$ cat config.mk
export PLATFORM = sky130hd
export DESIGN_NAME = fetch_sequencer
export DESIGN_NICKNAME = d
export VERILOG_FILES = /design/src/rtl/fetch_seq_pkg.sv /design/src/rtl/pc_next_calc.sv /design/src/rtl/ret_stack.sv /design/src/rtl/instr_latch.sv /design/src/rtl/fetch_sequencer.sv
export SDC_FILE = /design/constraint.sdc
export NUM_CORES = 1
export LEC_CHECK = 0
export BUFFER_PORTS_ARGS = -buffer_cell sky130_fd_sc_hd__buf_2
export CAP_MARGIN = 20
export CORE_MARGIN = 10
export CORE_UTILIZATION = 40
export DETAILED_ROUTE_END_ITERATION = 12
export REMOVE_ABC_BUFFERS = 1
export SYNTH_ARGS = -nofsm -noshare
export SYNTH_HDL_FRONTEND = slang
export SYNTH_SLANG_ARGS = --single-unit
$ cat constraint.sdc
create_clock -name clk -period 8.5 [get_ports clk]
set_input_delay 1.7 -clock clk [delete_from_list [all_inputs] [get_ports clk]]
set_output_delay 1.7 -clock clk [all_outputs]
set_load 0.005 [all_outputs]
$ cat src/rtl/fetch_seq_pkg.sv
// Shared command encodings for the fetch sequencer.
// Assumes a decoder drives these codes directly; every value is defined.
package fetch_seq_pkg;
    typedef enum logic [2:0] {
        PC_STEP  = 3'd0,
        PC_REL_S = 3'd1,
        PC_REL_L = 3'd2,
        PC_JUMP  = 3'd3,
        PC_RESTO = 3'd4,
        PC_HOLD  = 3'd5,
        PC_VEC_H = 3'd6,
        PC_VEC_L = 3'd7
    } pc_cmd_e;

    typedef enum logic [1:0] {
        STK_IDLE = 2'd0,
        STK_PUSH = 2'd1,
        STK_POP  = 2'd2,
        STK_RSV  = 2'd3
    } stk_cmd_e;
endpackage

$ cat src/rtl/pc_next_calc.sv
// Combinational next-counter selector.
// Assumes ADDR_W exceeds the long displacement width; wraps modulo 2^ADDR_W.
module pc_next_calc #(
    parameter int ADDR_W = 21,
    parameter int SHORT_W = 8,
    parameter int LONG_W = 11,
    parameter int VEC_HI = 8,
    parameter int VEC_LO = 24
) (
    input  fetch_seq_pkg::pc_cmd_e cmd,
    input  logic [ADDR_W-1:0]      pc_cur,
    input  logic [SHORT_W-1:0]     disp_s,
    input  logic [LONG_W-1:0]      disp_l,
    input  logic [ADDR_W-1:0]      jump_to,
    input  logic [ADDR_W-1:0]      stack_top,
    output logic [ADDR_W-1:0]      pc_nxt
);
    import fetch_seq_pkg::*;

    logic [ADDR_W-1:0] ext_s;
    logic [ADDR_W-1:0] ext_l;

    // Sign-extend both displacements to counter width.
    always_comb begin
        ext_s = {{(ADDR_W-SHORT_W){disp_s[SHORT_W-1]}}, disp_s};
        ext_l = {{(ADDR_W-LONG_W){disp_l[LONG_W-1]}}, disp_l};
    end

    // Pick the next counter value from the command.
    always_comb begin
        unique case (cmd)
            PC_STEP:  pc_nxt = pc_cur + ADDR_W'(1);
            PC_REL_S: pc_nxt = pc_cur + ext_s;
            PC_REL_L: pc_nxt = pc_cur + ext_l;
            PC_JUMP:  pc_nxt = jump_to;
            PC_RESTO: pc_nxt = stack_top;
            PC_HOLD:  pc_nxt = pc_cur;
            PC_VEC_H: pc_nxt = ADDR_W'(VEC_HI);
            PC_VEC_L: pc_nxt = ADDR_W'(VEC_LO);
            default:  pc_nxt = pc_cur;
        endcase
    end
endmodule

$ cat src/rtl/ret_stack.sv
// Return-address stack: pre-increment push, post-decrement pop.
// Assumes one command per cycle; misuse sets a sticky error and changes nothing.
module ret_stack #(
    parameter int ADDR_W = 21,
    parameter int DEPTH = 16
) (
    input  logic                   clk,
    input  logic                   rst_n,
    input  fetch_seq_pkg::stk_cmd_e cmd,
    input  logic [ADDR_W-1:0]      wr_val,
    output logic [ADDR_W-1:0]      top_val,
    output logic                   err
);
    import fetch_seq_pkg::*;

    localparam int IDX_W = (DEPTH > 1) ? $clog2(DEPTH) : 1;
    localparam int CNT_W = $clog2(DEPTH + 1);

    logic [ADDR_W-1:0] slots [DEPTH];
    logic [CNT_W-1:0]  fill;
    logic              is_full;
    logic              is_empty;
    logic [IDX_W-1:0]  wr_idx;
    logic [IDX_W-1:0]  rd_idx;

    // Occupancy and slot indices.
    always_comb begin
        is_full  = (fill == CNT_W'(DEPTH));
        is_empty = (fill == '0);
        wr_idx   = IDX_W'(fill);
        rd_idx   = IDX_W'(fill - CNT_W'(1));
        top_val  = is_empty ? '0 : slots[rd_idx];
    end

    // Occupancy counter and sticky error flag.
    always_ff @(posedge clk) begin
        if (!rst_n) begin
            fill <= '0;
            err  <= 1'b0;
        end else begin
            unique case (cmd)
                STK_PUSH: begin
                    if (is_full) err <= 1'b1;
                    else         fill <= fill + CNT_W'(1);
                end
                STK_POP: begin
                    if (is_empty) err <= 1'b1;
                    else          fill <= fill - CNT_W'(1);
                end
                default: ;
            endcase
        end
    end

    // Entry storage, written only on an accepted push.
    always_ff @(posedge clk) begin
        if (cmd == STK_PUSH && !is_full) slots[wr_idx] <= wr_val;
    end
endmodule

$ cat src/rtl/instr_latch.sv
// Instruction register: captures the fetched word or loads an all-zero NOP.
// Assumes the fetched word is valid in the same cycle its address is shown.
module instr_latch #(
    parameter int WORD_W = 16
) (
    input  logic              clk,
    input  logic              rst_n,
    input  logic              flush,
    input  logic [WORD_W-1:0] word_in,
    output logic [WORD_W-1:0] word_q
);
    // Capture or cancel the fetched word.
    always_ff @(posedge clk) begin
        if (!rst_n || flush) word_q <= '0;
        else                 word_q <= word_in;
    end
endmodule

$ cat src/rtl/fetch_sequencer.sv
// Top of the fetch sequencer: counter, return stack and instruction register.
// Assumes the decoder gives commands each cycle and memory answers combinationally.
module fetch_sequencer #(
    parameter int ADDR_W = 21,
    parameter int WORD_W = 16,
    parameter int DEPTH = 16,
    parameter int SHORT_W = 8,
    parameter int LONG_W = 11
) (
    input  logic              clk,
    input  logic              rst_n,
    input  logic [2:0]        pc_op,
    input  logic [1:0]        stk_op,
    input  logic              ir_flush,
    input  logic [SHORT_W-1:0] off8,
    input  logic [LONG_W-1:0] off11,
    input  logic [ADDR_W-1:0] abs_target,
    input  logic [WORD_W-1:0] prog_data,
    output logic [ADDR_W-1:0] prog_addr,
    output logic [WORD_W-1:0] instr,
    output logic              stk_err
);
    import fetch_seq_pkg::*;

    pc_cmd_e           pc_cmd;
    stk_cmd_e          stk_cmd;
    logic [ADDR_W-1:0] pc_q;
    logic [ADDR_W-1:0] pc_d;
    logic [ADDR_W-1:0] tos;

    // Map raw command pins onto typed codes.
    always_comb begin
        pc_cmd  = pc_cmd_e'(pc_op);
        stk_cmd = stk_cmd_e'(stk_op);
    end

    pc_next_calc #(
        .ADDR_W(ADDR_W), .SHORT_W(SHORT_W), .LONG_W(LONG_W),
        .VEC_HI(8), .VEC_LO(24)
    ) nxt_i (
        .cmd(pc_cmd), .pc_cur(pc_q), .disp_s(off8), .disp_l(off11),
        .jump_to(abs_target), .stack_top(tos), .pc_nxt(pc_d)
    );

    ret_stack #(.ADDR_W(ADDR_W), .DEPTH(DEPTH)) stk_i (
        .clk(clk), .rst_n(rst_n), .cmd(stk_cmd), .wr_val(pc_q),
        .top_val(tos), .err(stk_err)
    );

    instr_latch #(.WORD_W(WORD_W)) ir_i (
        .clk(clk), .rst_n(rst_n), .flush(ir_flush),
        .word_in(prog_data), .word_q(instr)
    );

    // Program counter register.
    always_ff @(posedge clk) begin
        if (!rst_n) pc_q <= '0;
        else        pc_q <= pc_d;
    end

    assign prog_addr = pc_q;
endmodule

Word-level counts from Yosys, hierarchy flattened
Memories as Yosys holds them, arrays and structs flattened.
Cells that the tools add are included.
{"block": "classes", "n_addsub": 5, "eq_ne": 14, "n_mux": 10, "reduce_logical": 9}
{"operator": "$pmux 21 s7", "count": 1}
{"operator": "$add 21x21->21", "count": 2}
{"operator": "$add 21x1->21 const B", "count": 1}
{"operator": "$mux 21", "count": 1}
{"operator": "$eq 3x3->1 const B", "count": 4}
{"operator": "$mux 5", "count": 2}
{"operator": "$pmux 5 s2", "count": 1}
{"operator": "$eq 3x2->1 const B", "count": 2}
{"operator": "$reduce_and 3->1", "count": 2}
{"operator": "$add 5x1->5 const B", "count": 1}
{"operator": "$eq 5x5->1 const B", "count": 1}
{"operator": "$logic_not 5->1", "count": 1}
{"operator": "$sub 5x1->5 const B", "count": 1}
{"operator": "$mux 1", "count": 4}
{"operator": "$ne 2x1->1 const B", "count": 2}
{"operator": "$ne 2x2->1 const B", "count": 2}
{"operator": "$eq 3x1->1 const B", "count": 1}
{"operator": "$logic_not 3->1", "count": 1}
{"operator": "$eq 2x1->1 const B", "count": 1}
{"operator": "$eq 2x2->1 const B", "count": 1}
{"operator": "$logic_not 1->1", "count": 2}
{"operator": "$pmux 1 s2", "count": 1}
{"operator": "$reduce_bool 2->1", "count": 1}
{"operator": "$logic_and 1x1->1", "count": 1}
{"operator": "$logic_or 1x1->1", "count": 1}
{"block": "word_totals", "register_bits": 43, "ramBits": 336, "word_cells": 43, "memories": 1}
{"name": "stk_i.slots", "words": 16, "word_bits": 21, "read_ports": 1, "rd_clocked_by_memory_dff": 0, "wr": 1, "line_no": "ret_stack.sv:19", "rtl": "logic [ADDR_W-1:0] slots [DEPTH];"}

Logic depth before layout (Yosys ltp)
{"block": "depth", "ltp_word": 5, "depth_mapped": 16, "mapped_depth_nobuf": 14}

By module
Synthesis repeated with hierarchy kept, for this count alone.
{"block": "hier_totals", "cells_unflattened": 950, "area_unflattened_um2": 16154.2}
{"mod": "ret_stack", "instances": 1, "cells_each": 597, "area_each_um2": 13286.5, "seq_area_each_um2": 10209.8}
{"mod": "pc_next_calc", "instances": 1, "cells_each": 275, "area_each_um2": 1784.2, "seq_area_each_um2": 0.0}
{"mod": "fetch_sequencer", "instances": 1, "cells_each": 44, "area_each_um2": 593.1, "seq_area_each_um2": 420.4}
{"mod": "instr_latch", "instances": 1, "cells_each": 34, "area_each_um2": 490.5, "seq_area_each_um2": 320.3}

Worst setup path before layout
Ideal clock, no wire load.
{"block": "synth_path", "path_kind": "input port to flip-flop", "from": "input port pc_op[2]", "to": "register pc_q[12], in the netlist prog_addr[12]", "setup_time_ns": 0.117, "arrival_time_ns": 4.569, "required_ns": 8.383, "slack_ns": 3.814, "stages": 14, "n_path_buf": 3, "cell_sequence": "clkbuf_2 -> clkbuf_1 -> clkbuf_1 -> nand2b_1 -> ha_1 -> inv_1 -> fa_1 -> nand2b_1 -> a211oi_1 -> o211ai_1 -> and4_1 -> a31oi_1 -> o21ai_0 -> a32o_1"}
{"block": "synth_between", "elab_chain_cells": 2, "word_cells_on_any_way": 9}
{"item": "start, declared", "line_no": "fetch_sequencer.sv:12", "rtl": "input logic [2:0] pc_op,"}
{"item": "$eq 3x3->1, or another cell as far along", "line_no": "pc_next_calc.sv:31", "rtl": "unique case (cmd)"}
{"item": "$pmux 21 s7", "line_no": "pc_next_calc.sv:31"}
{"item": "end signal, assigned", "line_no": "fetch_sequencer.sv:58", "rtl": "else pc_q <= pc_d;"}
{"item": "end, declared", "line_no": "fetch_sequencer.sv:27", "rtl": "logic [ADDR_W-1:0] pc_q;"}
Several ways; a longest one is shown, not always the timed one.
A chain may end at the register's enable or synchronous reset.

Worst setup path in the final report
{"block": "layout_path", "from": "input port pc_op[1]", "to": "register pc_q[12], in the netlist prog_addr[12]"}
The elaborated chain is that of the path after synthesis.

==> results.sh <==
export IMPL_antenna_violating_nets_post_route=0
export IMPL_clock_root_buffer="sky130_fd_sc_hd__clkbuf_16"
export IMPL_place_hpwl_mm=25.8
export IMPL_netlist_top_cells_area="sky130_fd_sc_hd__edfxtp_1 (62%), sky130_fd_sc_hd__mux4_2 (9.6%), sky130_fd_sc_hd__dfxtp_1 (5.3%)"
export IMPL_vias_in_the_first_global_route=9126
export IMPL_cellPowerDensity_nw_per_um2=253
export IMPL_timing_worst_slew_pin_value_ns=0.987
export IMPL_post_route_min_period_ns=4.66
export IMPL_timing_hold_worst_class="reg2reg"
export IMPL_most_frequent_cells_in_the_layout="sky130_fd_sc_hd__edfxtp_1 (336), sky130_fd_sc_hd__buf_2 (101), sky130_fd_sc_hd__mux4_2 (69)"
export IMPL_setup_worst_path_class="in2reg"
export IMPL_rsz_0062_raised_after_global_routing="no"
export IMPL_antenna_violations_before_repair=0
export IMPL_worst_ir_drop_vdd_uv=152
export IMPL_fmax_ghz=0.215
export IMPL_total_leakage_power_nw=6.35
export IMPL_tritoncts_num_buffers=40
export IMPL_fin_tns_setup_ns=0
export IMPL_drt_iter0_markers=826
export IMPL_critPathRequiredTime_ns=8.93
export IMPL_synth_top_cell_area_share_pct=62.4
export IMPL_path_max_fanout=16
export IMPL_worst_r2r_setup_slack_ns=5.01
export IMPL_overall_via_count_from_detail_route=9245
export IMPL_placement_io_buffers=101
export IMPL_final_common_cell="sky130_fd_sc_hd__edfxtp_1"
export IMPL_synth_async_sr_flop_share_pct=0
export IMPL_drive_above_1_share_pct=26.5
export IMPL_max_cap_viol_count=0
export IMPL_cts_sinks=379
export IMPL_cts_hold_buffers_added=0
export IMPL_finClkSkew_ns=0.0159
export IMPL_final_period_utilization_pct=54.8
export IMPL_finish_net_count=1155
export IMPL_netlist_instances=949
export IMPL_clock_insertion_delay_worst_skew_ns=0.54
export IMPL_top_usage_layer="met2"
export IMPL_worstSetupEndpointType="register"
export IMPL_grt_pass1_wl_mm=61.1
export IMPL_initial_core_utilization_pct=40.6
export IMPL_worst_r2r_cell_count=9
export IMPL_postCtsSetupBuffers=0
export IMPL_worst_r2r_endpoint="prog_addr[14]"
export IMPL_placedInstanceArea_um2=17300
export IMPL_p_comb_share_pct=18.0
export IMPL_final_instance_area_um2=18500
export IMPL_avgSynthCellArea_um2=17.1
export IMPL_fp_coreArea_um2=39800
export IMPL_fin_util_pct=46.6
export IMPL_die_w_um=221
export IMPL_post_synth_num_cell_types=82
export IMPL_area_of_the_die_um2=48900
export IMPL_share_of_total_power_consumed_by_net_switching_pct=26.2
export IMPL_timing_rr_start="stk_i.fill[1]"
export IMPL_cellInternalPower_w=0.00347
export IMPL_power_frac_clock_pct=36.0
export IMPL_die_height_um=221
export IMPL_clock_tree_from_tritoncts="yes"
export IMPL_synth_top_flop_cell="sky130_fd_sc_hd__edfxtp_1"
export IMPL_number_of_remaining_drc_errors=0
export IMPL_globalRouteMet2Util_pct=25.1
export IMPL_max_slew_margin_rel_pct=34.1
export IMPL_wl_mm=41.3
export IMPL_p_sw_w=0.00123
export IMPL_clock_tree_htree_level_count=2
export IMPL_run_status="finished clean"
export IMPL_synth_largest_area_cell="sky130_fd_sc_hd__edfxtp_1"
export IMPL_area_growth_syn_to_layout_pct=14.6
export IMPL_cp_start_kind="primary input"
export IMPL_grt_remaining_overflow=0
export IMPL_synth_seq_area_share_pct=67.7
export IMPL_power_frac_seq_pct=46.0
export IMPL_synth_ff_latch_count=379
export IMPL_grt_max_degree=52
export IMPL_critical_path_endpoint="prog_addr[12]"
export IMPL_cts_reportedPaths_clkPinSlew_ns=0.06
export IMPL_vias_per_cell=5.67
export IMPL_synth_yosys_warnings=0
export IMPL_io_pins=102
export IMPL_slew_viol_final=0
export IMPL_cts_path_max_buffers=3
export IMPL_synth_edf_count=336
export IMPL_wl_per_cell_um=25.3
export IMPL_post_synth_instance_area_um2=16200
export IMPL_hold_viol=0
export IMPL_groute_usage_overall_pct=16.4
export IMPL_start_point_of_the_critical_path="pc_op[1]"
export IMPL_core_rowCount=73
export IMPL_finalSetupViolations=0
export IMPL_design_power_total_w=0.00469
export IMPL_antennaDiodeCount=0
export IMPL_place_gp_congestion=0.928
export IMPL_firstDrtPassIters=5
export IMPL_met3_demand_to_capacity_share_in_global_routing_pct=3.56
export IMPL_grt_met1_usage_pct=23.3
export IMPL_arrival_ns=5.09
export IMPL_cts_resized=0
==> logic make-up after synthesis <==
group                    Yosys count  synth area share, %
AO/OA/AOI/OAI                    154                 6.56
XOR/XNOR                          14                0.920
adder cells (fa/ha/maj)           17                 1.36
buffers and inverters             66                 2.66
flip-flops                       379                 67.7
multiplexers                     121                 14.6
AND/OR/NAND/NOR                  198                 6.27
==> worst min path at each step <==
| stage | startpoint | endpoint | slack [ns] | cells after the start |
|---|---|---|---|---|
| after detailed placement | stk_i.err | stk_i.err | 0.45 | 1 |
| final | stk_i.err | stk_i.err | 0.47 | 1 |
| after floorplan | stk_i.err | stk_i.err | 0.46 | 1 |
| after global routing | stk_i.err | stk_i.err | 0.51 | 1 |
| after CTS | stk_i.err | stk_i.err | 0.47 | 1 |
| after global placement | stk_i.err | stk_i.err | 0.45 | 1 |
==> registers in the layout, indices dropped and copies added (netlist names) <==
register and count:
ir_i.word_q 16, prog_addr 21, stk_i.err 1, stk_i.fill 5
stk_i.slots 336
==> cell usage after synthesis, types with 17 or more instances <==
cell type                  instances
sky130_fd_sc_hd__and2_1           22
sky130_fd_sc_hd__mux4_1           17
sky130_fd_sc_hd__o21ai_0          32
sky130_fd_sc_hd__edfxtp_1        336
sky130_fd_sc_hd__nand2_1          46
sky130_fd_sc_hd__nor2_1           53
sky130_fd_sc_hd__dfxtp_1          43
sky130_fd_sc_hd__mux4_2           69
sky130_fd_sc_hd__a21oi_1          24
sky130_fd_sc_hd__mux2i_1          32
==> power by group through the flow <==
| stage | clock network [W] | logic (W) | registers, W |
|---|---|---|---|
| CTS | 0.00173 | 0.000856 | 0.00216 |
| global placement | 0 | 0.000849 | 0.00220 |
| detailed placement | 0 | 0.000852 | 0.00220 |
| floorplan | 0 | 0.000556 | 0.00222 |
| finish | 0.00169 | 0.000845 | 0.00216 |
| global route | 0.00180 | 0.000915 | 0.00217 |
==> layout make-up <==
type                       count  area [um^2]
clock inverter                21          181
fill                        3474        21300
inverter                      16         60.1
tap                          525          657
multi-input combinational    504         4860
timing repair buffer         133          746
sequential                   379        11000
clock buffer                  53         1090
==> layer usage <==
metal / vias up / wire (um)
met5: - / 0
met4: 0 / 927
met3: 63 / 3320
met2: 364 / 19000
met1: 4753 / 18000
li1: 4065 / -
==> through the flow <==
step,setup slack [ns],cells,hold WS (ns)
after global routing,3.57,1631,0.508
after floorplan,1.29,899,0.464
after CTS,3.97,1631,0.474
after global placement,3.47,1557,0.449
final,3.84,1631,0.467
after detailed placement,3.41,1557,0.453
==> worst max-delay path, cell delays in order <==
cell and delay, ns:
sky130_fd_sc_hd__buf_2 0.29, sky130_fd_sc_hd__nor2b_1 0.66, sky130_fd_sc_hd__inv_1 0.10, sky130_fd_sc_hd__o22ai_1 0.17, sky130_fd_sc_hd__nand2b_1 0.07, sky130_fd_sc_hd__ha_1 0.19
sky130_fd_sc_hd__inv_1 0.07, sky130_fd_sc_hd__fa_1 0.20, sky130_fd_sc_hd__nand2b_1 0.16, sky130_fd_sc_hd__a211oi_1 0.13, sky130_fd_sc_hd__o41ai_2 0.53, sky130_fd_sc_hd__nor2_1 0.17
sky130_fd_sc_hd__a31oi_1 0.27, sky130_fd_sc_hd__o21ai_0 0.10, sky130_fd_sc_hd__a32o_1 0.26
Power figures use the tool's default switching activity.
